## config.mk

```make
export PLATFORM = sky130hd
export DESIGN_NAME = cal_divider
export DESIGN_NICKNAME = d
export VERILOG_FILES = /design/src/rtl/caldiv_pkg.sv /design/src/rtl/cal_window.sv /design/src/rtl/pre_stage.sv /design/src/rtl/sec_stage.sv /design/src/rtl/cal_divider.sv
export SDC_FILE = /design/constraint.sdc
export NUM_CORES = 1
export LEC_CHECK = 0
export ABC_AREA = 1
export BUFFER_PORTS_ARGS = -buffer_cell sky130_fd_sc_hd__buf_2
export CELL_PAD_IN_SITES_DETAIL_PLACEMENT = 2
export CELL_PAD_IN_SITES_GLOBAL_PLACEMENT = 2
export CORE_UTILIZATION = 36
export DETAILED_ROUTE_END_ITERATION = 6
export PLACE_DENSITY = 0.85
export SLEW_MARGIN = 40
export SYNTH_ARGS = -nofsm -noshare
export SYNTH_HDL_FRONTEND = slang
export SYNTH_HIERARCHICAL = 1
export SYNTH_SLANG_ARGS = --single-unit
```

## constraint.sdc

```tcl
create_clock -name clk_i -period 4.3 [get_ports clk_i]
set_clock_uncertainty 0.2 [all_clocks]
set_input_delay 0.215 -clock clk_i [delete_from_list [all_inputs] [get_ports clk_i]]
set_output_delay 0.215 -clock clk_i [all_outputs]
set_load 0.01 [all_outputs]
```

## src/rtl/caldiv_pkg.sv

```systemverilog
package caldiv_pkg;
  typedef enum logic [1:0] {
    CORR_NONE  = 2'd0,
    CORR_SHORT = 2'd1,
    CORR_LONG  = 2'd2
  } corr_e;
endpackage

```

## src/rtl/cal_window.sv

```systemverilog
module cal_window
  import caldiv_pkg::*;
#(
  parameter int unsigned MAG_W = 5,
  parameter int unsigned CYC_W = 6
) (
  input  logic             clk_i,
  input  logic             rst_ni,
  input  logic             adv_i,
  input  logic [MAG_W-1:0] mag_i,
  input  logic             pos_i,
  output logic [CYC_W-1:0] min_idx_o,
  output corr_e            corr_o
);
  localparam int CYC_LEN = 1 << CYC_W;
  localparam int LAST_OK = CYC_LEN - 2;

  logic [CYC_W-1:0] idx_q, idx_d;
  logic             pend_q;
  corr_e            corr_q;
  logic [MAG_W:0]   win_len;
  logic             in_win;

  assign idx_d   = adv_i ? idx_q + 1'b1 : idx_q;
  assign win_len = {mag_i, 1'b0};
  // window is tested against the index of the minute about to start
  assign in_win  = (int'(idx_d) < int'(win_len)) && (int'(idx_d) < LAST_OK);

  always_ff @(posedge clk_i or negedge rst_ni) begin
    if (!rst_ni) begin
      idx_q  <= '0;
      pend_q <= 1'b1;
      corr_q <= CORR_NONE;
    end else begin
      idx_q <= idx_d;
      if (pend_q || adv_i) begin
        pend_q <= 1'b0;
        corr_q <= in_win ? (pos_i ? CORR_LONG : CORR_SHORT) : CORR_NONE;
      end
    end
  end

  assign min_idx_o = idx_q;
  assign corr_o    = corr_q;
endmodule

```

## src/rtl/pre_stage.sv

```systemverilog
module pre_stage
  import caldiv_pkg::*;
#(
  parameter int unsigned PRE_W = 8
) (
  input  logic           clk_i,
  input  logic           rst_ni,
  input  logic           step_i,
  input  corr_e          mode_i,
  output logic [PRE_W:0] cnt_o,
  output logic           tc_o
);
  localparam int unsigned NOM_LEN   = 1 << PRE_W;
  localparam int unsigned SHORT_LEN = NOM_LEN / 2;
  localparam int unsigned LONG_LEN  = 2 * NOM_LEN;

  logic [PRE_W:0] cnt_q, last;

  always_comb begin
    case (mode_i)
      CORR_SHORT: last = (PRE_W+1)'(SHORT_LEN - 1);
      CORR_LONG:  last = (PRE_W+1)'(LONG_LEN - 1);
      default:    last = (PRE_W+1)'(NOM_LEN - 1);
    endcase
  end

  assign tc_o = step_i && (cnt_q == last);

  always_ff @(posedge clk_i or negedge rst_ni) begin
    if (!rst_ni)     cnt_q <= '0;
    else if (step_i) cnt_q <= tc_o ? '0 : cnt_q + 1'b1;
  end

  assign cnt_o = cnt_q;
endmodule

```

## src/rtl/sec_stage.sv

```systemverilog
module sec_stage #(
  parameter int unsigned SEC_DIV     = 128,
  parameter int unsigned SEC_PER_MIN = 60
) (
  input  logic clk_i,
  input  logic rst_ni,
  input  logic tc_i,
  output logic first_o,
  output logic sec_tc_o,
  output logic min_tc_o
);
  localparam int unsigned DIV_W = (SEC_DIV > 1) ? $clog2(SEC_DIV) : 1;
  localparam int unsigned SPM_W = (SEC_PER_MIN > 1) ? $clog2(SEC_PER_MIN) : 1;

  logic [DIV_W-1:0] div_q;
  logic [SPM_W-1:0] sec_q;

  assign sec_tc_o = tc_i && (div_q == DIV_W'(SEC_DIV - 1));
  assign min_tc_o = sec_tc_o && (sec_q == SPM_W'(SEC_PER_MIN - 1));
  assign first_o  = (div_q == '0) && (sec_q == '0);

  always_ff @(posedge clk_i or negedge rst_ni) begin
    if (!rst_ni) begin
      div_q <= '0;
      sec_q <= '0;
    end else if (tc_i) begin
      div_q <= sec_tc_o ? '0 : div_q + 1'b1;
      if (sec_tc_o) sec_q <= min_tc_o ? '0 : sec_q + 1'b1;
    end
  end
endmodule

```

## src/rtl/cal_divider.sv

```systemverilog
module cal_divider
  import caldiv_pkg::*;
#(
  parameter int unsigned PRE_W       = 8,
  parameter int unsigned SEC_DIV     = 128,
  parameter int unsigned SEC_PER_MIN = 60,
  parameter int unsigned CYC_W       = 6,
  parameter int unsigned MAG_W       = 5
) (
  input  logic             clk_i,
  input  logic             rst_ni,
  input  logic             osc_en_i,
  input  logic             stop_i,
  input  logic [MAG_W-1:0] cal_mag_i,
  input  logic             cal_pos_i,
  output logic             sec_tick_o,
  output logic             min_tick_o
);
  logic             step, pre_tc, first, sec_tc, min_tc;
  logic [PRE_W:0]   pre_cnt;
  logic [CYC_W-1:0] min_idx;
  corr_e            corr, mode_cur;
  logic             sec_q, min_q;

  assign step     = osc_en_i && !stop_i;
  assign mode_cur = first ? corr : CORR_NONE;

  pre_stage #(.PRE_W(PRE_W)) u_pre (
    .clk_i(clk_i), .rst_ni(rst_ni), .step_i(step), .mode_i(mode_cur),
    .cnt_o(pre_cnt), .tc_o(pre_tc)
  );

  sec_stage #(.SEC_DIV(SEC_DIV), .SEC_PER_MIN(SEC_PER_MIN)) u_sec (
    .clk_i(clk_i), .rst_ni(rst_ni), .tc_i(pre_tc),
    .first_o(first), .sec_tc_o(sec_tc), .min_tc_o(min_tc)
  );

  cal_window #(.MAG_W(MAG_W), .CYC_W(CYC_W)) u_win (
    .clk_i(clk_i), .rst_ni(rst_ni), .adv_i(min_tc),
    .mag_i(cal_mag_i), .pos_i(cal_pos_i),
    .min_idx_o(min_idx), .corr_o(corr)
  );

  always_ff @(posedge clk_i or negedge rst_ni) begin
    if (!rst_ni) begin
      sec_q <= 1'b0;
      min_q <= 1'b0;
    end else begin
      sec_q <= sec_tc;
      min_q <= min_tc;
    end
  end

  assign sec_tick_o = sec_q;
  assign min_tick_o = min_q;
endmodule

```

Word level (Yosys, flattened, before mapping)
Index checks and enable logic that the tools add are counted.
- memories: 0
- input bits: 10
- flip-flop bits (word level): 33
- latch bits: 0
- output and inout port bits: 2
- ROM bits: 0
- bits in writable memories: 0
- div/mod/pow operators: 0
- shift operators: 0
- multiplexer cells: 8
- multiply operators: 0
- $lt $le $gt $ge: 2
- reduce and logical (&&, ||, !) cells: 11
- eq/ne operators: 5
- bitwise gates (word level): 0
- add/sub/neg operators: 4
- operators by type and width (operator ; count):
    case mux 9 bit (2 select lines) ; 1
    adder 6 x 1 -> 6 bit (second input constant) ; 2
    2-to-1 mux 6 bit ; 2
    adder 9 x 1 -> 9 bit (second input constant) ; 1
    equality test 9 bit ; 1
    2-to-1 mux 9 bit ; 1
    adder 7 x 1 -> 7 bit (second input constant) ; 1
    equality test 7 bit (second input constant) ; 1
    zero test 7 bit ; 1
    2-to-1 mux 7 bit ; 1
    equality test 6 bit (second input constant) ; 1
    logical AND 1 bit ; 6
    zero test 6 bit ; 1
    < comparator 6 bit ; 1
    < comparator 6 bit (second input constant) ; 1
    2-to-1 mux 2 bit ; 3
    equality test 2 x 1 -> 1 bit (second input constant) ; 1
    equality test 2 bit (second input constant) ; 1
    AND reduction 2 bit ; 1
    zero test 1 bit ; 1
    logical OR 1 bit ; 1

Depth between registers and ports, before layout
- word-level depth: 13
- depth in mapped cells: 34

By module
Netlist, hierarchy kept.
- modules (own cells, without submodules) (module ; sequential area each (µm²) ; cells an instance ; area each (µm²) ; instances):
    sec_stage ; 325.3 ; 103 ; 788.3 ; 1
    cal_window ; 226.5 ; 72 ; 573.0 ; 1
    pre_stage ; 225.2 ; 73 ; 548.0 ; 1
    cal_divider ; 50.0 ; 8 ; 75.1 ; 1

Worst setup path before layout
No wires, ideal clock.
- kind: flip-flop to flip-flop
- from: register u_sec.sec_q[0]
- to: register u_win.corr_q[0] (netlist: u_win/corr_o[0])
- slack: 0.865 ns
- period minus slack after synthesis: 3.435 ns
- arrival: 3.117 ns
- cell stages (with the launch flop): 32
- library setup time: 0.117 ns
- buffers on the path: 1
- cell sequence: dfrtp_1 -> inv_1 -> ha_1 -> nand3_1 -> nor3_1 -> nand2_1 -> inv_1 -> inv_1 -> nand3_1 -> nand2_1 -> nor2_1 -> nand2_2 -> clkinv_2 -> nand2_2 -> nor2_4 -> nand2_4 -> inv_4 -> nand2_1 -> inv_1 -> buf_6 -> nand2_2 -> nor2_2 -> nand3_1 -> nand2_1 -> inv_2 -> ha_1 -> nand2_1 -> o21a_1 -> nand2_1 -> inv_1 -> nand3_1 -> nand2_1
- cells in the longest elaborated chain, start to end: 13
- elaborated cells between the ends (all ways): 17
- classes of those cells: order compare: 2; eq/ne: 4; mux: 4; reduce/logical: 7
- RTL lines (element ; RTL line ; source):
    from (decl) ; sec_stage.sv:16 ; logic [SPM_W-1:0] sec_q;
    from (signal assigned) ; sec_stage.sv:28 ; if (sec_tc_o) sec_q <= min_tc_o ? '0 : sec_q + 1'b1;
    zero test 6 bit * ; sec_stage.sv:20 ; assign first_o = (div_q == '0) && (sec_q == '0);
    logical AND 1 bit * ; sec_stage.sv:20 ;
    via first ; cal_divider.sv:19 ; logic step, pre_tc, first, sec_tc, min_tc;
    2-to-1 mux 2 bit * ; cal_divider.sv:26 ; assign mode_cur = first ? corr : CORR_NONE;
    via mode_cur[1] ; cal_divider.sv:22 ; corr_e corr, mode_cur;
    equality test 2 bit or equality test 2 x 1 -> 1 bit (tied branches) ; pre_stage.sv:20 ; case (mode_i)
    case mux 9 bit (2 select lines) * ; pre_stage.sv:20 ;
    equality test 9 bit * ; pre_stage.sv:27 ; assign tc_o = step_i && (cnt_q == last);
    (+1 left out) ; n/a ;
    via pre_tc ; cal_divider.sv:19 ;
    logical AND 1 bit * ; sec_stage.sv:18 ; assign sec_tc_o = tc_i && (div_q == DIV_W'(SEC_DIV - 1));
    logical AND 1 bit * ; sec_stage.sv:19 ; assign min_tc_o = sec_tc_o && (sec_q == SPM_W'(SEC_PER_MIN - 1));
    via min_tc ; cal_divider.sv:19 ;
    2-to-1 mux 6 bit * ; cal_window.sv:24 ; assign idx_d = adv_i ? idx_q + 1'b1 : idx_q;
    via u_win.idx_d[5] ; cal_window.sv:18 ; logic [CYC_W-1:0] idx_q, idx_d;
    < comparator 6 bit ; cal_window.sv:27 ; assign in_win = (int'(idx_d) < int'(win_len)) && (int'(idx_d) < LAST_OK);
    logical AND 1 bit * ; cal_window.sv:27 ;
    2-to-1 mux 2 bit * ; cal_window.sv:38 ; corr_q <= in_win ? (pos_i ? CORR_LONG : CORR_SHORT) : CORR_NONE;
    to (signal assigned) ; cal_window.sv:38 ;
    to (decl) ; cal_window.sv:20 ; corr_e corr_q;
The timed path passes the listed nets; every way through them passes the cells marked *.
A chain may end at the register's enable or synchronous reset.

Final worst setup path
- from: register u_sec.sec_q[0]
- to: register u_win.corr_q[1] (netlist: u_win/corr_o[1])
- cells in the longest elaborated chain, start to end: 13
- elaborated cells between the ends (all ways): 17
- classes of those cells: order compare: 2; eq/ne: 4; mux: 4; reduce/logical: 7
- RTL lines (element ; RTL line):
    zero test 6 bit * ; sec_stage.sv:20
    logical AND 1 bit * ; sec_stage.sv:20
    via first ; cal_divider.sv:19
    2-to-1 mux 2 bit * ; cal_divider.sv:26
    via mode_cur[1] ; cal_divider.sv:22
    equality test 2 bit or equality test 2 x 1 -> 1 bit (tied branches) ; pre_stage.sv:20
    case mux 9 bit (2 select lines) * ; pre_stage.sv:20
    equality test 9 bit * ; pre_stage.sv:27
    (+1 left out) ; n/a
    via pre_tc ; cal_divider.sv:19
    (+1 left out) ; n/a
    via sec_tc ; cal_divider.sv:19
    logical AND 1 bit * ; sec_stage.sv:19
    via min_tc ; cal_divider.sv:19
    2-to-1 mux 6 bit * ; cal_window.sv:24
    via u_win.idx_d[4] ; cal_window.sv:18
    < comparator 6 bit ; cal_window.sv:27
    logical AND 1 bit * ; cal_window.sv:27
    2-to-1 mux 2 bit * ; cal_window.sv:38
Marked as above.

==> results_dict.tcl <==
set metrics [dict create \
    grt_max_degree 34 \
    core_um2 5200 \
    drv_cap 0 \
    grt_usage 0.202 \
    grt_pass1_wl_um 9110 \
    synth-edff-count 0 \
    cp_num_buf_inv 7 \
    cts_buffers 5 \
    fin_area_um2 2290 \
    cp.arrival_ns 3.90 \
    ys_types 33 \
    finalCriticalPeriod_ns 3.93 \
    synth_fp_nets 276 \
    die_h_um 76.2 \
    rrSetupSlack_ns 0.37 \
    layout-drive-gt1-share 0.196 \
    area_growth_pct 15.2 \
    insertion_delay_ns 0.29 \
    ir_drop_uv 185 \
    cp-end-kind "register" \
    diodes 0 \
    timing.fmax_mhz 255 \
    grt_pass1_vias 1944 \
    period_share 0.913 \
    synthCells 256 \
    critPathTopFamily "simple AND/OR/NAND/NOR gates" \
    holdCritPathClass "input port to register" \
    crit_path_start_kind "register" \
    hold_violations 0 \
    cts_tree "yes" \
    final_cell_mix "nand2_1, inv_1, dfrtp_1" \
    crit_path_frequent_cell "nand2_1" \
    critPathMaxFanout 12 \
    status "finished, final reports clean" \
    synth_top_cell_area_share 0.404 \
    slew_viol_final 0 \
    dieArea_um2 5810 \
    wl_per_cell_um 15.2 \
    vias 1701 \
    wl_um 5330 \
    clk_pin_slew_ns 0.08 \
    io-pin-count 12 \
    synth_seq_area_share 0.417 \
    yosysWarnings 6 \
    setup_violations 0 \
    netlist_area_um2 1980 \
    port_buffers 11 \
    yosys_most_used_dff "dfrtp_1" \
    synth-async-reset-ratio 1.00 \
    powerDensity_nw_per_um2 328 \
    required_ns 4.27 \
    fin_util 0.439 \
    yosysTopAreaCell "dfrtp_1" \
    gp_congestion 0.717 \
    drtIter0Drc 76 \
    initial_core_util 0.381 \
    hpwl_um 3650 \
    clk_path_buf_depth 2 \
    synth-seq-cells 33 \
    clockRootBuffer "clkbuf_8" \
    htreeDepth 2 \
    criticalPathCategory "register to register" \
    remaining_drc_errors 0 \
    die-width_um 76.2 \
    final_antenna_net_count 0 \
    synth_area_leaders "dfrtp_1, nand2_1, inv_1" \
    layout_commonest_cell "nand2_1" \
    cts.sinks 33 \
    nNetsFinal 299 \
    crit_path_max_incr_delay_ns 0.42 \
    worst_path_max_delay_cell "dfrtp_1" \
    via_per_inst 4.86 \
    grt_overflow 0 \
    dpl_cell_area_um2 2100 \
    grt_antenna_before_repair 0 \
    rows 26 \
    leakagePower_uw 0.00124 \
    first_pass_iters 4 \
    syn_avg_cell_area_um2 7.75 \
]
## layout make-up
class	instances	area, um^2
clock buffer	7	86.3
clock inverter	1	30.0
fill	623	2920
inverter	48	188
multi-input combinational	172	945
sequential	33	827
tap	70	87.6
timing repair buffer	19	123
## report_power, final
part	switching, uW	internal, uW
sequential	27.8	334
combinational	46.4	28.9
clock	124	189
## layer usage
| layer | GRT usage | vias to the layer above | wire (um) |
|---|---|---|---|
| met2 | 0.370 | 15 | 2810 |
| li1 | - | 825 | - |
| met1 | 0.231 | 854 | 2340 |
| met3 | 0.0371 | 7 | 104 |
| met5 | 0 | - | 0 |
| met4 | 0.0750 | 0 | 70 |
## per-stage QoR
| step | instances | hold WS [ns] | power, uW | setup WS [ns] | TNS (ns) |
|---|---|---|---|---|---|
| 6_report | 350 | 0.129 | 750 | 0.374 | 0 |
| 5_1_grt | 350 | 0.170 | 788 | -0.0237 | -0.0237 |
| 4_1_cts | 345 | 0.129 | 759 | 0.0762 | 0 |
| 3_5_place_dp | 335 | 0.144 | 437 | 0.171 | 0 |
| 3_3_place_gp | 335 | 0.146 | 432 | 0.377 | 0 |
| 2_1_floorplan | 256 | -0.281 | 409 | 0.865 | 0 |
## cell usage after synthesis (2+ instances only)
library cell,number
nand2_4,2
nor2_4,5
nand2_2,6
o21ai_0,8
o21ai_2,2
nand4_1,3
dfrtp_1,32
nand3_1,18
xor2_1,5
nor3_1,3
nand2_1,66
nor2_2,4
inv_1,45
nor2_1,25
a21oi_1,5
ha_1,10
## what timing repair did
action                                  4_1_cts  5_1_grt
buffers inserted                              0        5
hold buffers                                  2        0
resized for setup                             1        6
pin swaps                                     0        2
hold endpoints to repair                     33        0
endpoints found under the setup margin        1        2
## final timing paths
check,cells after the start,start,endpoint
worst min register to register,1,u_win/min_idx_o[0],u_win/min_idx_o[0]
min in group asynchronous,2,rst_ni,u_pre/cnt_o[8]
worst max register to register,29,u_sec/sec_q[0],u_win/corr_o[1]
worst max-delay path,29,u_sec/sec_q[0],u_win/corr_o[1]
worst min-delay path,6,stop_i,u_pre/cnt_o[2]
max in group asynchronous,2,rst_ni,u_win/pend_q
## flip-flops by register name, summed over array words and instances, names as in the netlist
register         cells
u_win/corr_o         2
u_sec/sec_q          6
u_sec/div_q          7
u_pre/cnt_o          9
min_tick_o           1
u_win/pend_q         1
u_win/min_idx_o      6
sec_tick_o           1
## kinds of logic (layout without fill, tap and decap cells)
family,after synthesis,after routing,share of synthesized area
AOI/OAI and AO/OA,20,20,0.0612
xor gates and xnor gates,6,6,0.0265
adders and majority gates,10,10,0.0631
buffers and inverters,51,75,0.112
DFF,33,33,0.417
other,1,1,0.00189
and+or+nand+nor,135,135,0.318
## tightest hold or removal path: stages
cell	delay [ns]
buf_2	0.09
nor2_2	0.08
nand2_1	0.08
nand2_1	0.05
nand2_1	0.05
inv_1	0.03
No activity file was read; power rests on OpenSTA's default activity.
